--- src/rtl/clkmon_pkg.sv ---
// Shared definitions for the clock range checker: register addresses and
// error-bit indices. Assumes a 2-bit word address on the register port.
package clkmon_pkg;
    typedef enum logic [1:0] {
        ADDR_LOCK = 2'd0,
        ADDR_EN   = 2'd1,
        ADDR_CFG  = 2'd2,
        ADDR_ERR  = 2'd3
    } clkmon_addr_e;

    localparam int ERR_MEAS = 0;
    localparam int ERR_TMO  = 1;
    localparam int N_ERR    = 2;
endpackage

--- src/rtl/clkmon_regs.sv ---
// Register file of the range checker: lock flag, enable code, threshold
// word and sticky error flags. Assumes 2*TH_W <= 32 and EN_W <= 32.
module clkmon_regs
    import clkmon_pkg::*;
#(
    parameter int           TH_W   = 9,
    parameter int           EN_W   = 4,
    parameter logic [EN_W-1:0] EN_RST = 4'h9,
    parameter logic [TH_W-1:0] HI_RST = 9'h08A,
    parameter logic [TH_W-1:0] LO_RST = 9'h076
) (
    input  logic              clk,
    input  logic              rst_n,
    input  logic              we,
    input  logic [1:0]        addr,
    input  logic [31:0]       wdata,
    input  logic [N_ERR-1:0]  set_i,
    output logic [31:0]       rdata,
    output logic              lock_o,
    output logic [EN_W-1:0]   en_o,
    output logic [2*TH_W-1:0] cfg_o,
    output logic [N_ERR-1:0]  err_o
);
    localparam int CFG_W = 2 * TH_W;

    logic wr_lock, wr_en, wr_cfg, wr_err;

    // Decode the write strobe per register.
    always_comb begin
        wr_lock = we && (addr == ADDR_LOCK);
        wr_en   = we && (addr == ADDR_EN);
        wr_cfg  = we && (addr == ADDR_CFG);
        wr_err  = we && (addr == ADDR_ERR);
    end

    // Lock flag: only ever cleared by software, restored by reset.
    always_ff @(posedge clk) begin
        if (!rst_n)                   lock_o <= 1'b1;
        else if (wr_lock && !wdata[0]) lock_o <= 1'b0;
    end

    // Enable code, writable only while unlocked.
    always_ff @(posedge clk) begin
        if (!rst_n)                 en_o <= EN_RST;
        else if (wr_en && lock_o)   en_o <= wdata[EN_W-1:0];
    end

    // Threshold word {low, high}, writable only while unlocked.
    always_ff @(posedge clk) begin
        if (!rst_n)                 cfg_o <= {LO_RST, HI_RST};
        else if (wr_cfg && lock_o)  cfg_o <= wdata[CFG_W-1:0];
    end

    // Sticky error flags, one per bit; a set beats a write-one clear.
    for (genvar g = 0; g < N_ERR; g++) begin : g_err
        always_ff @(posedge clk) begin
            if (!rst_n) err_o[g] <= 1'b0;
            else        err_o[g] <= set_i[g] | (err_o[g] & ~(wr_err & wdata[g]));
        end
    end

    // Combinational read mux; unused bits are zero.
    always_comb begin
        rdata = '0;
        unique case (addr)
            ADDR_LOCK: rdata[0]            = lock_o;
            ADDR_EN:   rdata[EN_W-1:0]     = en_o;
            ADDR_CFG:  rdata[CFG_W-1:0]    = cfg_o;
            ADDR_ERR:  rdata[N_ERR-1:0]    = err_o;
            default:   rdata               = '0;
        endcase
    end
endmodule

--- src/rtl/clkmon_window.sv ---
// Measurement window: counts reference ticks up to WIN_TICKS and monitored
// edges in parallel while run is high. It pulses done in the closing tick
// and presents the count including that cycle's edge. Assumes
// WIN_TICKS >= 1. The edge count saturates at its maximum.
module clkmon_window #(
    parameter int WIN_TICKS = 128,
    parameter int CNT_W     = 10
) (
    input  logic             clk,
    input  logic             rst_n,
    input  logic             run,
    input  logic             ref_tick,
    input  logic             mon_edge,
    output logic             done,
    output logic [CNT_W-1:0] count
);
    localparam int TW = $clog2(WIN_TICKS + 1);
    localparam logic [TW-1:0]    LAST_TICK = TW'(WIN_TICKS - 1);
    localparam logic [CNT_W-1:0] CNT_MAX   = '1;

    logic [TW-1:0]    tick_q;
    logic [CNT_W-1:0] edge_q;

    // Next edge count with saturation, and end-of-window detection.
    always_comb begin
        count = (edge_q == CNT_MAX) ? edge_q : edge_q + CNT_W'(mon_edge);
        done  = run && ref_tick && (tick_q == LAST_TICK);
    end

    // Advance both counters while running; restart after each window.
    always_ff @(posedge clk) begin
        if (!rst_n || !run || done) begin
            tick_q <= '0;
            edge_q <= '0;
        end else begin
            tick_q <= tick_q + TW'(ref_tick);
            edge_q <= count;
        end
    end
endmodule

--- src/rtl/clkmon_judge.sv ---
// Window verdict: at the closing tick, flags a timeout for a zero count or
// a range error for a nonzero count outside [low, high]. Pure logic; assumes
// CNT_W > TH_W so thresholds zero-extend into the count width.
module clkmon_judge
    import clkmon_pkg::*;
#(
    parameter int TH_W  = 9,
    parameter int CNT_W = 10
) (
    input  logic             done,
    input  logic [CNT_W-1:0] count,
    input  logic [TH_W-1:0]  lo,
    input  logic [TH_W-1:0]  hi,
    output logic [N_ERR-1:0] set_o
);
    logic none, below, above;

    // Classify the finished count against both thresholds.
    always_comb begin
        none  = (count == '0);
        below = count < CNT_W'(lo);
        above = count > CNT_W'(hi);
        set_o = '0;
        set_o[ERR_TMO]  = done && none;
        set_o[ERR_MEAS] = done && !none && (below || above);
    end
endmodule

--- src/rtl/clk_range_monitor.sv ---
// Top of the lockable clock frequency range checker. Assumes ref_tick and
// mon_edge are already synchronous single-cycle pulses in the clk domain.
module clk_range_monitor
    import clkmon_pkg::*;
#(
    parameter int              WIN_TICKS = 128,
    parameter int              TH_W      = 9,
    parameter int              EN_W      = 4,
    parameter logic [EN_W-1:0] EN_ON     = 4'h9,
    parameter logic [TH_W-1:0] HI_RST    = 9'h08A,
    parameter logic [TH_W-1:0] LO_RST    = 9'h076
) (
    input  logic        clk,
    input  logic        rst_n,
    input  logic        reg_we,
    input  logic [1:0]  reg_addr,
    input  logic [31:0] reg_wdata,
    output logic [31:0] reg_rdata,
    input  logic        ref_tick,
    input  logic        mon_edge,
    output logic        meas_err_o,
    output logic        tmo_err_o
);
    localparam int CNT_W = TH_W + 1;

    logic              lock_q;
    logic [EN_W-1:0]   en_q;
    logic [2*TH_W-1:0] cfg_q;
    logic [N_ERR-1:0]  err_q;
    logic [N_ERR-1:0]  err_set;
    logic              run;
    logic              win_done;
    logic [CNT_W-1:0]  win_count;

    // Measurement is on only for the exact enable code.
    always_comb run = (en_q == EN_ON);

    clkmon_regs #(
        .TH_W(TH_W), .EN_W(EN_W), .EN_RST(EN_ON),
        .HI_RST(HI_RST), .LO_RST(LO_RST)
    ) u_regs (
        .clk(clk), .rst_n(rst_n), .we(reg_we), .addr(reg_addr),
        .wdata(reg_wdata), .set_i(err_set), .rdata(reg_rdata),
        .lock_o(lock_q), .en_o(en_q), .cfg_o(cfg_q), .err_o(err_q)
    );

    clkmon_window #(.WIN_TICKS(WIN_TICKS), .CNT_W(CNT_W)) u_win (
        .clk(clk), .rst_n(rst_n), .run(run), .ref_tick(ref_tick),
        .mon_edge(mon_edge), .done(win_done), .count(win_count)
    );

    clkmon_judge #(.TH_W(TH_W), .CNT_W(CNT_W)) u_judge (
        .done(win_done), .count(win_count),
        .lo(cfg_q[2*TH_W-1:TH_W]), .hi(cfg_q[TH_W-1:0]), .set_o(err_set)
    );

    // Error outputs mirror the sticky register.
    always_comb begin
        meas_err_o = err_q[ERR_MEAS];
        tmo_err_o  = err_q[ERR_TMO];
    end
endmodule

--- config.mk ---
export PLATFORM = sky130hd
export DESIGN_NAME = clk_range_monitor
export DESIGN_NICKNAME = d
export VERILOG_FILES = /design/src/rtl/clkmon_pkg.sv /design/src/rtl/clkmon_regs.sv /design/src/rtl/clkmon_window.sv /design/src/rtl/clkmon_judge.sv /design/src/rtl/clk_range_monitor.sv
export SDC_FILE = /design/constraint.sdc
export NUM_CORES = 1
export LEC_CHECK = 0
export BUFFER_PORTS_ARGS = -buffer_cell sky130_fd_sc_hd__buf_2
export CORE_UTILIZATION = 56
export DETAILED_ROUTE_END_ITERATION = 10
export GPL_TIMING_DRIVEN = 0
export PLACE_DENSITY = 0.85
export SLEW_MARGIN = 20
export SYNTH_ARGS = -nofsm -noshare
export SYNTH_HDL_FRONTEND = slang
export SYNTH_SLANG_ARGS = --single-unit
--- constraint.sdc ---
create_clock -name clk -period 5.37 [get_ports clk]
set_clock_uncertainty 0.1 [all_clocks]
set_input_delay 0.537 -clock clk [delete_from_list [all_inputs] [get_ports clk]]
set_output_delay 0.537 -clock clk [all_outputs]
set_load 0.02 [all_outputs]
==> flow_metrics.env <==
export IMPL_crit_path_top_delay_cell="or4_2"
export IMPL_die_y_microns=70.5
export IMPL_area_delta_synth_final_pct=17.9
export IMPL_gr_total_overflow=0
export IMPL_syn_avg_cell_area_sq_um=8.23
export IMPL_ir_worst_vdd_mv=0.142
export IMPL_finalHoldViolCount=0
export IMPL_clk_latency_ps=300
export IMPL_dp_final_hpwl_microns=4580
export IMPL_cts_sinks=43
export IMPL_synth_area_leaders="dfxtp_1 (33%), ha_1 (12%), nand2_1 (5.7%), inv_1 (4.1%), buf_4 (4.0%)"
export IMPL_status="complete, but fails checks"
export IMPL_wl_per_cell_microns=13.7
export IMPL_final_common_cell="buf_2"
export IMPL_synth_area_leader_cell="dfxtp_1"
export IMPL_ctsHoldBuffers=0
export IMPL_vias=2413
export IMPL_dpl_cell_area_sq_mm=0.00296
export IMPL_final_area_sq_mm=0.00310
export IMPL_path_cells="ha_1 > ha_1 > nand3_2 > or4_2 > nand2_1 > inv_1 > ha_1 > nand3_1 > or2_2 > o221ai_1 > o21ai_0 > a21oi_1 > o31ai_1"
export IMPL_ys_seq_area_frac=0.328
export IMPL_start_util=0.591
export IMPL_grt_pass1_wl_microns=10100
export IMPL_fin_crit_sh=0.631
export IMPL_ys_warnings_count=0
export IMPL_crit_top_cell="ha_1"
export IMPL_routed_via_density=5.53
export IMPL_cts_tree="done"
export IMPL_cts_buffer_depth=2
export IMPL_worstPathMaxFanout=6
export IMPL_die_w_microns=70.5
export IMPL_cts_buffers_inserted=5
export IMPL_yosysUniqueCellTypes=51
export IMPL_drive_above_1_share=0.201
export IMPL_gp_congestion=0.885
export IMPL_synth_top_area_frac=0.328
export IMPL_grt_pass1_vias=2323
export IMPL_antenna_found_initial=0
export IMPL_hold_class="in -> reg"
export IMPL_grt_start_max_net_pins=15
export IMPL_async_reset_ff_frac=0
export IMPL_fmax_ghz=0.295
export IMPL_min_period_ps=3390
export IMPL_final_cell_mix="buf_2 (44), dfxtp_1 (43), nand2_1 (40)"
export IMPL_fin_cells=436
export IMPL_cts_resized=0
export IMPL_arrival_ps=3480
export IMPL_startpoint_type="flip-flop"
export IMPL_core_area_sq_mm=0.00444
export IMPL_synth_top_flop_cell="dfxtp_1"
export IMPL_syn_area_sq_mm=0.00263
export IMPL_drt_iter0_markers=189
export IMPL_tns_ps=0
export IMPL_drc_errors=8
export IMPL_postCtsSetupRepairBufs=0
export IMPL_endpoint_kind="flip-flop"
export IMPL_tightest_slew_ps=594
export IMPL_drv_cap=0
export IMPL_powerDensity_mw_per_mm2=239
export IMPL_wl_microns=5990
export IMPL_critical_path_class="reg -> reg"
export IMPL_cts_max_level=2
export IMPL_synth_edf_count=0
export IMPL_relSlewSlack=0.601
export IMPL_fin_nets=448
export IMPL_antenna_left=0
export IMPL_dp_cells=428
export IMPL_dieArea_sq_mm=0.00497
export IMPL_ios=73
export IMPL_fillerInstances=368
export IMPL_drtPass1Iterations=7
export IMPL_violations="DRC"
export IMPL_postSynthCellCount=319
export IMPL_p_leak_uw=0.00150
export IMPL_ys_seq_elements=43
export IMPL_rsz0062_at_grt="no"
export IMPL_antenna_cells=0
export IMPL_clk_pin_slew_ps=80
export IMPL_num_rows=24
export IMPL_setup_violations=0
export IMPL_port_buffers=44
export IMPL_cp_required_ps=5460
export IMPL_grt_total_usage=0.256
export IMPL_maxSlewViolCount=0
export IMPL_slowest_delay_ps=560
export IMPL_clock_root_buffer="clkbuf_8"
-- per-stage QoR --
stage	hold slack, ps	utilization	setup slack, ps	total power [uW]
floorplan	347	-	2280	413
global placement	366	0.666	1850	442
detailed placement	372	0.666	1760	445
CTS	355	0.697	2000	745
global route	368	0.697	1820	774
finish	359	0.697	1980	741
-- worst max-delay path, delay by kind of cell (launching register included) --
kind | cells | cell delay [ps]
AO/OA/AOI/OAI | 4 | 630
adder cells (fa/ha/maj) | 3 | 840
buffers and inverters | 1 | 80
flip-flops | 1 | 360
AND/OR/NAND/NOR | 5 | 1290
-- flip-flops by register name, summed over array words and instances, names as in the netlist --
| register | count |
|---|---|
| u_win.edge_q | 10 |
| u_regs.lock_o | 1 |
| u_win.tick_q | 8 |
| u_regs.cfg_o | 18 |
| u_regs.en_o | 4 |
| u_regs.err_o | 2 |
-- final timing paths --
path                         from         endpoint  slack, ps  depth (start not counted)
hold / removal       reg_wdata[7]  u_regs.cfg_o[7]        360                          3
hold reg to reg   u_regs.cfg_o[5]  u_regs.cfg_o[5]        380                          2
setup reg to reg  u_win.edge_q[0]  u_regs.err_o[0]       1980                         13
setup / recovery  u_win.edge_q[0]  u_regs.err_o[0]       1980                         13
-- power breakdown --
group	total, uW	internal (uW)	switching (uW)
sequential	336	329	7.43
clock	302	185	117
combinational	103	41.4	61.7
total	741	555	186
-- layout make-up --
class | instances | area [sq um] | share of cell area
clock buffer | 5 | 68.8 | 0.0222
tap | 52 | 65.1 | 0.0210
buffer | 23 | 146 | 0.0473
inverter | 29 | 109 | 0.0352
clock inverter | 3 | 67.6 | 0.0218
sequential | 43 | 861 | 0.278
multi-input combinational | 237 | 1560 | 0.503
timing repair buffer | 44 | 220 | 0.0711
-- cells in the mapped netlist (2+ instances only) --
cell type and count:
a21oi_1 11, and2_1 14, mux2i_1 5, nor3_1 3, o211ai_1 8, o31ai_1 2
ha_1 26, nand2_1 40, a21o_1 2, dfxtp_1 43, and3_1 3, buf_4 14
nand4_1 5, xor2_1 3, inv_1 29, xnor2_1 3, o21a_1 2, nand3_1 13
a31oi_1 2, clkbuf_1 8, nor3b_1 4, o221ai_1 2, o21ai_0 9, a22oi_1 2
a222oi_1 2, nor2b_1 6, nand2b_1 2, a21boi_0 11, nor2_1 23
-- logic make-up (layout without fill, tap and decap cells) --
logic type,after synthesis,after routing,share of synthesized area
and+or+nand+nor,126,126,0.251
AOI/OAI and AO/OA,59,59,0.154
buffers and inverters,52,104,0.0972
DFF,43,43,0.328
adders and majority gates,26,26,0.124
xor gates and xnor gates,6,6,0.0200
muxes,6,6,0.0243
other,1,14,0.00143
-- layer usage --
layer	track usage	share of wire	up-vias
met2	0.446	0.47	93
met1	0.293	0.44	1107
met4	0.118	0.024	0
met3	0.0664	0.060	15
li1	-	-	1198
met5	0	0	-
Power figures use the tool's default switching activity.
